<file path="src/rtl/cbr_pkg.sv">
package cbr_pkg;
  localparam int HALF_W = 4;

  typedef logic [HALF_W-1:0] half_t;

  typedef struct packed {
    half_t ras_fall;
    half_t cas_fall;
    half_t cas_rise;
    half_t cyc_len;
  } cbr_timing_t;
endpackage

</file>
<file path="src/rtl/cbr_interval_decode.sv">
module cbr_interval_decode
  import cbr_pkg::*;
(
  input  logic [1:0]  pre_sel,
  input  logic [1:0]  pw_sel,
  output cbr_timing_t tim
);
  localparam int BASE_PRE  = 4;
  localparam int BASE_LEN  = 10;
  localparam int BASE_HOLD = 5;

  int p;
  int w;
  int setup;
  int hold;

  always_comb begin
    p     = (pre_sel == 2'b11) ? 0 : int'(pre_sel);
    w     = (pw_sel  == 2'b11) ? 0 : int'(pw_sel);
    setup = (p == 1) ? 2 : 1;
    hold  = BASE_HOLD - 2 * w + p;
    tim.ras_fall = half_t'(BASE_PRE - p);
    tim.cas_fall = half_t'(BASE_PRE - p - setup);
    tim.cas_rise = half_t'(BASE_PRE - p + hold);
    tim.cyc_len  = half_t'(BASE_LEN - 2 * w);
  end
endmodule

</file>
<file path="src/rtl/cbr_rst_sync.sv">
module cbr_rst_sync #(
  parameter int STAGES = 2
) (
  input  logic clk,
  input  logic rst_n,
  output logic rst_sync_n
);
  logic [STAGES-1:0] sync_q;

  always_ff @(posedge clk or negedge rst_n) begin
    if (!rst_n) sync_q <= '0;
    else        sync_q <= {sync_q[STAGES-2:0], 1'b1};
  end

  assign rst_sync_n = sync_q[STAGES-1];
endmodule

</file>
<file path="src/rtl/cbr_seq.sv">
module cbr_seq
  import cbr_pkg::*;
(
  input  logic        clk,
  input  logic        rst_n,
  input  logic        req,
  input  cbr_timing_t tim_in,
  output logic        busy,
  output logic        done,
  output logic        ras_n,
  output logic        cas_n
);
  logic        act_q, act_d;
  logic        pend_q, pend_d;
  half_t       cnt_q, cnt_d;
  cbr_timing_t tim_q, tim_d;
  logic        ras_q, ras_d;
  logic        cas_q, cas_d;
  logic        done_q, done_d;
  logic        last, want, start;

  always_comb begin
    last  = act_q && (cnt_q == tim_q.cyc_len - half_t'(1));
    want  = req | pend_q;
    start = (!act_q && want) || (last && want);
    act_d = start ? 1'b1 : (last ? 1'b0 : act_q);
    if (start)      cnt_d = '0;
    else if (act_q) cnt_d = cnt_q + half_t'(1);
    else            cnt_d = '0;
    tim_d = start ? tim_in : tim_q;
    if (act_q && !last) pend_d = pend_q | req;
    else if (last)      pend_d = pend_q & req;
    else                pend_d = 1'b0;
    ras_d  = !(act_d && (cnt_d >= tim_d.ras_fall));
    cas_d  = !(act_d && (cnt_d >= tim_d.cas_fall) && (cnt_d < tim_d.cas_rise));
    done_d = last;
  end

  always_ff @(posedge clk or negedge rst_n) begin
    if (!rst_n) begin
      act_q  <= 1'b0;
      pend_q <= 1'b0;
      cnt_q  <= '0;
      tim_q  <= '0;
      ras_q  <= 1'b1;
      cas_q  <= 1'b1;
      done_q <= 1'b0;
    end else begin
      act_q  <= act_d;
      pend_q <= pend_d;
      cnt_q  <= cnt_d;
      if (start) tim_q <= tim_d;
      ras_q  <= ras_d;
      cas_q  <= cas_d;
      done_q <= done_d;
    end
  end

  assign busy  = act_q;
  assign done  = done_q;
  assign ras_n = ras_q;
  assign cas_n = cas_q;

  assert_cas_leads_ras_R3: assert property (@(posedge clk) disable iff (!rst_n)
    $fell(ras_n) |-> !cas_n);
  assert_cas_falls_high_ras_R3: assert property (@(posedge clk) disable iff (!rst_n)
    $fell(cas_n) |-> ras_n);
  assert_cas_rise_in_pulse_R4: assert property (@(posedge clk) disable iff (!rst_n)
    $rose(cas_n) |-> !ras_n);
  assert_done_single_R7: assert property (@(posedge clk) disable iff (!rst_n)
    done |=> !done);
  assert_done_at_ras_rise_R7: assert property (@(posedge clk) disable iff (!rst_n)
    $rose(ras_n) |-> done);
  assert_idle_strobes_high_R8: assert property (@(posedge clk) disable iff (!rst_n)
    !busy |-> (ras_n && cas_n));
  assert_cnt_in_cycle_R2: assert property (@(posedge clk) disable iff (!rst_n)
    act_q |-> (cnt_q < tim_q.cyc_len));
endmodule

</file>
<file path="src/rtl/cbr_refresh_seq.sv">
module cbr_refresh_seq
  import cbr_pkg::*;
#(
  parameter int RST_STAGES = 2
) (
  input  logic       clk2x,
  input  logic       rst_n,
  input  logic       req,
  input  logic [1:0] pre_sel,
  input  logic [1:0] pw_sel,
  output logic       busy,
  output logic       done,
  output logic       ras_n,
  output logic       cas_n
);
  logic        rst_sync_n;
  cbr_timing_t tim_in;

  cbr_rst_sync #(.STAGES(RST_STAGES)) u_rst (
    .clk        (clk2x),
    .rst_n      (rst_n),
    .rst_sync_n (rst_sync_n)
  );

  cbr_interval_decode u_dec (
    .pre_sel (pre_sel),
    .pw_sel  (pw_sel),
    .tim     (tim_in)
  );

  cbr_seq u_seq (
    .clk    (clk2x),
    .rst_n  (rst_sync_n),
    .req    (req),
    .tim_in (tim_in),
    .busy   (busy),
    .done   (done),
    .ras_n  (ras_n),
    .cas_n  (cas_n)
  );
endmodule

</file>
<file path="config.mk">
export PLATFORM = sky130hd
export DESIGN_NAME = cbr_refresh_seq
export DESIGN_NICKNAME = d
export VERILOG_FILES = /design/src/rtl/cbr_pkg.sv /design/src/rtl/cbr_interval_decode.sv /design/src/rtl/cbr_rst_sync.sv /design/src/rtl/cbr_seq.sv /design/src/rtl/cbr_refresh_seq.sv
export SDC_FILE = /design/constraint.sdc
export NUM_CORES = 1
export LEC_CHECK = 0
export BUFFER_PORTS_ARGS = -buffer_cell sky130_fd_sc_hd__buf_4
export CAP_MARGIN = 20
export CORE_ASPECT_RATIO = 1.25
export CORE_MARGIN = 4
export CORE_UTILIZATION = 50
export DETAILED_ROUTE_END_ITERATION = 12
export PLACE_DENSITY = 0.68
export SYNTH_ARGS = -nofsm -noshare
export SYNTH_HDL_FRONTEND = slang
export SYNTH_SLANG_ARGS = --single-unit
</file>
<file path="constraint.sdc">
create_clock -name clk2x -period 0.9 [get_ports clk2x]
set_input_delay 0.135 -clock clk2x [delete_from_list [all_inputs] [get_ports clk2x]]
set_output_delay 0.135 -clock clk2x [all_outputs]
set_load 0.01 [all_outputs]
</file>
Word level (Yosys, flattened, before mapping)
Index checks and enable logic that the tools add are counted.
- register bits: 27
- input port bits: 7
- memories kept: 0
- bits in read-only memories: 0
- latch bits: 0
- bits in writable memories: 0
- word-level logic and storage cells: 50
- output and inout bits: 4
- add/sub/neg operators: 8
- shifts and indexed selects: 0
- reduce and logical (&&, ||, !) cells: 12
- equal/unequal tests: 4
- magnitude comparators: 3
- divide/modulo/power cells: 0
- $mul: 0
- muxes and demuxes: 10
- bitwise logic cells: 2
- operators with widths (operator ; number):
    32-bit by 2-bit == test with 1-bit output, second input constant ; 1
    16-bit 2-to-1 mux ; 1
    4-bit subtractor, first input constant ; 3
    4-bit adder ; 2
    4-bit greater-or-equal comparator ; 2
    4-bit 2-to-1 mux ; 2
    1-bit logical AND ; 7
    2-bit 2-to-1 mux ; 3
    4-bit by 1-bit adder with 4-bit output, second input constant ; 1
    2-bit == test, second input constant ; 2
    4-bit == test ; 1
    1-bit logical NOT ; 4
    4-bit < comparator ; 1
    1-bit 2-to-1 mux ; 4
    4-bit by 1-bit subtractor with 4-bit output, second input constant ; 1
    4-bit subtractor ; 1
    1-bit AND ; 1
    1-bit logical OR ; 1
    1-bit bitwise OR ; 1

Depth between registers and ports, before layout
Gate-level depths: netlist of run 1.
- depth after elaboration: 10
- depth in mapped cells: 14
- gate-level depth less buffers: 13

By module
Synthesis of run 1 repeated with hierarchy kept, for this count alone.
- cells, all modules: 142
- area total of the unflattened synthesis: 1702.9 um^2
- modules (own cells, without submodules) (module ; instances ; seq. area each (um^2) ; cells each ; area an instance (um^2)):
    cbr_seq ; 1 ; 628.1 ; 116 ; 1487.7
    cbr_interval_decode ; 1 ; 0.0 ; 23 ; 161.4
    cbr_rst_sync ; 1 ; 50.0 ; 3 ; 53.8

Worst setup path after synthesis of run 1
Ideal clock, no wire load.
- path type: register -> register
- start: reg u_seq.tim_q[1] (netlist name)
- end: reg u_seq.cas_q (netlist: u_seq.cas_n)
- setup time: 84 ps
- data required time: 816 ps
- stages on the path, launching flop included: 13
- path buffers: 1
- slack: -1894 ps
- arrival: 2710 ps
- cells stage by stage: dfrtp_1 > inv_1 > ha_1 > xor3_1 > o41ai_4 > o21ai_2 > buf_6 > o21a_1 > ha_1 > a21o_1 > a211oi_1 > o311a_1 > o21ai_0
- word-level cells in the longest chain between the ends: 10
- elaborated cells between the ends (all ways): 14
- ends and longest elaborated chain (item ; line ; text):
    from (decl) ; cbr_seq.sv:16 ; cbr_timing_t tim_q, tim_d;
    from (signal assigned) ; cbr_seq.sv:52 ; if (start) tim_q <= tim_d;
    4-bit by 1-bit subtractor with 4-bit output (*) ; cbr_seq.sv:23 ; last = act_q && (cnt_q == tim_q.cyc_len - half_t'(1));
    4-bit == test (*) ; cbr_seq.sv:23 ;
    1-bit logical AND (*) ; cbr_seq.sv:23 ;
    1-bit logical AND ; cbr_seq.sv:25 ; start = (!act_q && want) || (last && want);
    1-bit logical OR ; cbr_seq.sv:25 ;
    4-bit 2-to-1 mux / 16-bit 2-to-1 mux (equally long branches) ; cbr_seq.sv:27, cbr_seq.sv:30 ;
    4-bit greater-or-equal comparator ; cbr_seq.sv:35 ; cas_d = !(act_d && (cnt_d >= tim_d.cas_fall) && (cnt_d < tim_d.cas_rise));
    1-bit logical AND ; cbr_seq.sv:35 ;
    1-bit logical AND (*) ; cbr_seq.sv:35 ;
    1-bit logical NOT (*) ; cbr_seq.sv:35 ;
    net u_seq.cas_d ; cbr_seq.sv:18 ; logic cas_q, cas_d;
    to (signal assigned) ; cbr_seq.sv:54 ; cas_q <= cas_d;
    to (decl) ; cbr_seq.sv:18 ;
The timed path passes the listed nets; every way through them passes the cells marked *.
A chain may end at the register's enable or synchronous reset.

Worst setup path in the final report of run 1
- start: reg u_seq.tim_q[2] (netlist name)
- end: reg u_seq.ras_q (netlist: u_seq.ras_n)
- word-level cells in the longest chain between the ends: 9
- elaborated cells between the ends (all ways): 12
- ends and longest elaborated chain (item ; line ; text):
    4-bit by 1-bit subtractor with 4-bit output ; cbr_seq.sv:23 ;
    4-bit == test ; cbr_seq.sv:23 ;
    1-bit logical AND ; cbr_seq.sv:23 ;
    1-bit logical AND ; cbr_seq.sv:25 ;
    1-bit logical OR ; cbr_seq.sv:25 ;
    4-bit 2-to-1 mux ; cbr_seq.sv:27 ; if (start) cnt_d = '0;
    net u_seq.cnt_d[1] ; cbr_seq.sv:15 ; half_t cnt_q, cnt_d;
    4-bit greater-or-equal comparator ; cbr_seq.sv:34 ; ras_d = !(act_d && (cnt_d >= tim_d.ras_fall));
    1-bit logical AND ; cbr_seq.sv:34 ;
    1-bit logical NOT ; cbr_seq.sv:34 ;
    net u_seq.ras_d ; cbr_seq.sv:17 ; logic ras_q, ras_d;
    to (signal assigned) ; cbr_seq.sv:53 ; ras_q <= ras_d;
    to (decl) ; cbr_seq.sv:17 ;
The timed path passes the listed nets, and every way through them passes these cells.

==> results of run 1 <==
-- cell type report --
type	instances	area, um^2
clock buffers	4	36.3
fillers	193	698
inverters	15	56.3
multi-input cells	86	769
flip-flops and latches	26	653
well taps	34	42.5
repair buffers	47	398
-- critical path, cell delays in order, from the launching register on --
cell and delay, ns:
dfrtp_1 0.40, inv_2 0.08, ha_4 0.12, xor3_2 0.28, o41ai_4 0.37, buf_4 0.18, o21ai_4 0.09, buf_4 0.15
and3_4 0.17, ha_1 0.29, a21o_1 0.17, a21oi_2 0.13, nor2b_1 0.05, o21ai_1 0.15
-- final timing paths --
| path | to | cells past startpoint |
|---|---|---|
| min reg2reg | u_seq.tim_q[6]$_DFFE_PN0P_ | 1 |
| min | u_rst.sync_q[0]$_DFF_PN0_ | 2 |
| max in group asynchronous | u_seq.ras_n$_DFF_PN1_ | 1 |
| max reg2reg | u_seq.ras_n$_DFF_PN1_ | 13 |
| min in group clk2x | u_seq.tim_q[6]$_DFFE_PN0P_ | 3 |
| max | u_seq.ras_n$_DFF_PN1_ | 13 |
-- repair_timing --
item,4_1_cts,5_1_grt
setup buffers,3,6
pin swaps,6,4
resized for setup,13,10
hold endpoints to repair,2,0
setup endpoints to repair,27,27
hold buffers,1,0
gates cloned,1,0
-- through the flow --
step	utilization, %	instance area (um^2)
global placement	66.3	1760
global route	73.7	1960
finish	73.7	1960
floorplan	-	1420
CTS	71.1	1890
detailed placement	66.3	1760
-- cells in the final DEF (no fill, tap or decap), drive strengths merged --
master        n
a211oi        1
a21boi        1
a21o          2
a21oi         4
a31oi         2
and2          5
and3          2
buf          46
clkbuf        4
conb          1
dfrtp        24
dfstp         2
dlygate4sd3   1
ha           17
inv          15
mux2i         3
nand2        13
nand2b        2
nand3         2
nor2          6
nor2b         3
nor4          1
o21a          3
o21ai        10
o311a         1
o41ai         1
or3           1
xnor2         3
xor2          1
xor3          1
-- registers in the layout, indices dropped and copies added, names as in the netlist --
| signal | flops |
|---|---|
| u_seq.done | 1 |
| u_rst.sync_q | 2 |
| u_seq.ras_n | 1 |
| u_seq.busy | 1 |
| u_seq.pend_q | 1 |
| u_seq.cas_n | 1 |
| u_seq.cnt_q | 4 |
| u_seq.tim_q | 15 |
-- routing by layer --
layer | global-route usage [%] | vias up | wire [um]
li1 | - | 529 | -
met1 | 20.2 | 529 | 1110
met2 | 33.7 | 9 | 1690
met3 | 3.13 | 7 | 61
met4 | 10.0 | 0 | 65
met5 | 0 | - | 0
-- cells by family (layout without fill, tap and decap cells) --
family / count (synthesis) / after routing
simple gates: 35 / 35
flops: 26 / 26
compound gates: 24 / 25
fa+ha+maj: 17 / 17
buf+inv: 17 / 66
xor+xnor: 5 / 5
mux: 3 / 3
other cells: 1 / 1
-- cell usage after synthesis (2+ instances only) --
library cell	number	area share (%)
o21a_1	3	1.6
nor2_1	6	1.6
inv_1	15	4.1
a21o_1	2	1.1
ha_1	17	15
dfstp_2	2	3.8
dfrtp_1	24	44
a21oi_1	4	1.5
nand2_2	2	0.91
and2_1	5	2.3
a31oi_1	2	0.91
nand2b_1	2	0.91
and3_1	2	0.91
nand2_1	11	3.0
mux2i_1	3	2.2
o21ai_1	2	0.73
xnor2_1	3	1.9
o21ai_0	6	2.2
nor2b_1	3	1.4
nand3_1	2	0.73
==> results.sh, run 1 <==
export IMPL_place_ws_ns=-1.86
export IMPL_synth_area_um2=1380
export IMPL_core_area_um2=2650
export IMPL_layout_cells_non_filler=212
export IMPL_worstHoldPathType="in2async"
export IMPL_hpwlAfterDp_um=2170
export IMPL_cts_buffer_depth=2
export IMPL_ys_flop_type="dfrtp_1"
export IMPL_gp_congestion=0.861
export IMPL_drive_gt1_share_pct=44.9
export IMPL_setup_tns_ns=-26.40
export IMPL_drc=0
export IMPL_setup_violations=27
export IMPL_grt_pass1_vias=1168
export IMPL_crit_arrival_ns=2.94
export IMPL_cts_sinks=26
export IMPL_cts_buffers=3
export IMPL_finalHoldViolCount=0
export IMPL_synth_seq_area_share_pct=47.4
export IMPL_dpl_cell_count=200
export IMPL_reg2reg_setup_slack_ns=-1.79
export IMPL_cts_root_buf="clkbuf_4"
export IMPL_die_w_um=55.0
export IMPL_worstSetupPathType="reg2reg"
export IMPL_syn_num_nets=152
export IMPL_detail_route_vias_per_cell=5.07
export IMPL_slew_viol_final=0
export IMPL_crit_path_max_fanout=5
export IMPL_timing_hold_ws_ns=0.112
export IMPL_initial_core_util_pct=52.0
export IMPL_synth_edff_count=0
export IMPL_syn_inst=128
export IMPL_synth_simple_area_share_pct=12.6
export IMPL_area_growth_pct=41.8
export IMPL_finalWorstSetupSlack_ns=-1.79
export IMPL_timing_rr_start="u_seq.tim_q[2]$_DFFE_PN0P_"
export IMPL_wl_per_cell_um=13.8
export IMPL_grt_start_max_net_pins=25
export IMPL_violations="negative setup slack"
export IMPL_synth_mux_area_share_pct=2.18
export IMPL_antenna_found_initial=0
export IMPL_firstDrtPassIters=4
export IMPL_ctsHtreeMaxLevel=1
export IMPL_grt_pass1_wl_um=4910
export IMPL_post_route_period_util_pct=299
export IMPL_vias=1074
export IMPL_ant_nets=0
export IMPL_worstSetupEndpointType="flop"
export IMPL_synth_compound_area_share_pct=12.4
export IMPL_drv_cap=0
export IMPL_synthAdderAreaFrac_pct=15.4
export IMPL_synthArstFlopShare_pct=100
export IMPL_cp_startpoint="u_seq.tim_q[2]$_DFFE_PN0P_"
export IMPL_die_h_um=66.7
export IMPL_io_buffer_count=10
export IMPL_drt_iter0_markers=36
export IMPL_crit_path_start_kind="flop"
export IMPL_synth_distinct_cells=32
export IMPL_crit_required_ns=1.16
export IMPL_antenna_cells=0
export IMPL_max_freq_mhz=372
export IMPL_clkTransAtPathRegs_ns=0.13
export IMPL_min_period_ns=2.69
export IMPL_grtUsageTotal_pct=18.9
export IMPL_skew_ns=0.00315
export IMPL_fp_dieArea_um2=3670
export IMPL_io_pin_count=11
export IMPL_ys_seq_elements=26
export IMPL_synth_top_family_by_area="adder cells"
export IMPL_synth_xor_area_share_pct=4.26
export IMPL_tritoncts="built"
export IMPL_row_count=21
export IMPL_routed_wl_um=2930
export IMPL_syn_avg_cell_area_um2=10.8
export IMPL_clk_latency_ns=0.32
export IMPL_status="finished with violations"
export IMPL_rsz0062_at_grt="true"
export IMPL_fin_nets=203
export IMPL_yosysWarnings=0
export IMPL_overflow=0
Power of run 1 is not shown: default switching activity piles up to over one toggle a cycle in this logic, so the estimate is an artifact.
==> run 2, diff against run 1 <==
--- a/config.mk
+++ b/config.mk
@@ -12,6 +12,8 @@
 export CORE_UTILIZATION = 50
 export DETAILED_ROUTE_END_ITERATION = 12
 export PLACE_DENSITY = 0.68
+export SKIP_CTS_REPAIR_TIMING = 1
+export SKIP_LAST_GASP = 1
 export SYNTH_ARGS = -nofsm -noshare
 export SYNTH_HDL_FRONTEND = slang
 export SYNTH_SLANG_ARGS = --single-unit
==> results.sh, run 2 (same netlist as run 1, synthesis figures left out) <==
export IMPL_status="finished with violations"
export IMPL_violations="negative setup slack"
export IMPL_largest_register_ffs=15
export IMPL_clkTransAtPathRegs_ns=0.13
export IMPL_drv_cap=0
export IMPL_detail_route_vias_per_cell=5.30
export IMPL_grt_start_max_net_pins=25
export IMPL_clk_latency_ns=0.32
export IMPL_die_h_um=66.7
export IMPL_min_period_ns=2.66
export IMPL_fp_dieArea_um2=3670
export IMPL_ctsHtreeMaxLevel=1
export IMPL_dpl_cell_count=200
export IMPL_initial_core_util_pct=52.0
export IMPL_skew_ns=0.00113
export IMPL_crit_path_max_fanout=6
export IMPL_crit_arrival_ns=2.91
export IMPL_vias=1107
export IMPL_hpwlAfterDp_um=2170
export IMPL_worstSetupEndpointType="flop"
export IMPL_grt_pass1_vias=1112
export IMPL_post_route_period_util_pct=295
export IMPL_finalHoldViolCount=0
export IMPL_layout_cells_non_filler=209
export IMPL_cts_root_buf="clkbuf_4"
export IMPL_crit_path_start_kind="flop"
export IMPL_fillers=198
export IMPL_core_area_um2=2650
export IMPL_io_pin_count=11
export IMPL_final_cell_mix="buf_4 (35), dfrtp_1 (24), ha_1 (16), inv_1 (10)"
export IMPL_fin_nets=200
export IMPL_wl_per_cell_um=14.2
export IMPL_drt_iter0_markers=18
export IMPL_antenna_cells=0
export IMPL_largest_register="u_seq.tim_q"
export IMPL_cts_buffers=3
export IMPL_setup_violations=27
export IMPL_worstHoldPathType="in2async"
export IMPL_finalWorstSetupSlack_ns=-1.76
export IMPL_crit_required_ns=1.16
export IMPL_final_area_um2=1940
export IMPL_ant_nets=0
export IMPL_io_buffer_count=10
export IMPL_row_count=21
export IMPL_rsz0062_at_grt="true"
export IMPL_routed_wl_um=2970
export IMPL_layout_commonest_cell="buf_4"
export IMPL_slew_viol_final=0
export IMPL_timing_hold_ws_ns=0.113
export IMPL_die_w_um=55.0
export IMPL_drc=0
export IMPL_drive_gt1_share_pct=45.7
export IMPL_overflow=0
export IMPL_grt_pass1_wl_um=4700
export IMPL_cts_sinks=26
export IMPL_area_growth_pct=40.9
export IMPL_placed_area_um2=1760
export IMPL_cts_buffer_depth=2
export IMPL_reg_top3="u_seq.tim_q: 15 flops, u_seq.cnt_q: 4 flops, u_rst.sync_q: 2 flops"
export IMPL_tritoncts="built"
export IMPL_post_route_util_pct=73.2
export IMPL_antenna_found_initial=0
export IMPL_worstSetupPathType="reg2reg"
export IMPL_firstDrtPassIters=4
export IMPL_grtUsageTotal_pct=18.0
export IMPL_max_freq_mhz=376
export IMPL_gp_congestion=0.861
## run 2: layout make-up
cell class / count / area (um^2) / share of cell area, %
multi-input combinational: 86 / 783 / 40.3
sequential: 26 / 653 / 33.6
timing repair buffer: 44 / 372 / 19.1
inverter: 15 / 56.3 / 2.90
tap: 34 / 42.5 / 2.19
clock buffer: 4 / 36.3 / 1.87
## run 2: metrics by stage
stage          setup TNS [ns]  setup WS (ns)
2_1_floorplan          -21.41          -1.78
3_3_place_gp           -24.51          -1.76
3_5_place_dp           -25.01          -1.86
4_1_cts                -26.93          -1.90
5_1_grt                -26.40          -1.86
6_report               -24.69          -1.76
## run 2: path summary, 6_finish.rpt
check | from | endpoint | slack [ns] | cells past startpoint
max | u_seq.tim_q[2]$_DFFE_PN0P_ | u_seq.ras_n$_DFF_PN1_ | -1.76 | 13
min | rst_n | u_rst.sync_q[0]$_DFF_PN0_ | 0.11 | 2
max reg2reg | u_seq.tim_q[2]$_DFFE_PN0P_ | u_seq.ras_n$_DFF_PN1_ | -1.76 | 13
min reg2reg | u_rst.sync_q[1]$_DFF_PN0_ | u_seq.tim_q[6]$_DFFE_PN0P_ | 0.21 | 1
max in group asynchronous | u_rst.sync_q[1]$_DFF_PN0_ | u_seq.ras_n$_DFF_PN1_ | 0.46 | 1
min in group clk2x | pw_sel[1] | u_seq.tim_q[6]$_DFFE_PN0P_ | 0.17 | 3
## run 2: worst max-delay path, stage by stage, from the launching register on
cell,delay [ns]
dfrtp_1,0.40
inv_2,0.08
ha_4,0.22
xnor2_4,0.15
o41ai_4,0.32
buf_4,0.20
o21ai_4,0.10
buf_6,0.16
o21a_1,0.17
ha_1,0.27
a21o_1,0.17
a21oi_2,0.14
nor2b_1,0.06
o21ai_1,0.16
## run 2: layer usage
metal	up-vias	GRT usage [%]	wire length, um
met5	-	0	0
li1	523	-	-
met1	554	19.5	1110
met2	21	32.4	1700
met3	9	2.91	79
met4	0	8.81	84
Power of run 2 is left out for the same reason.
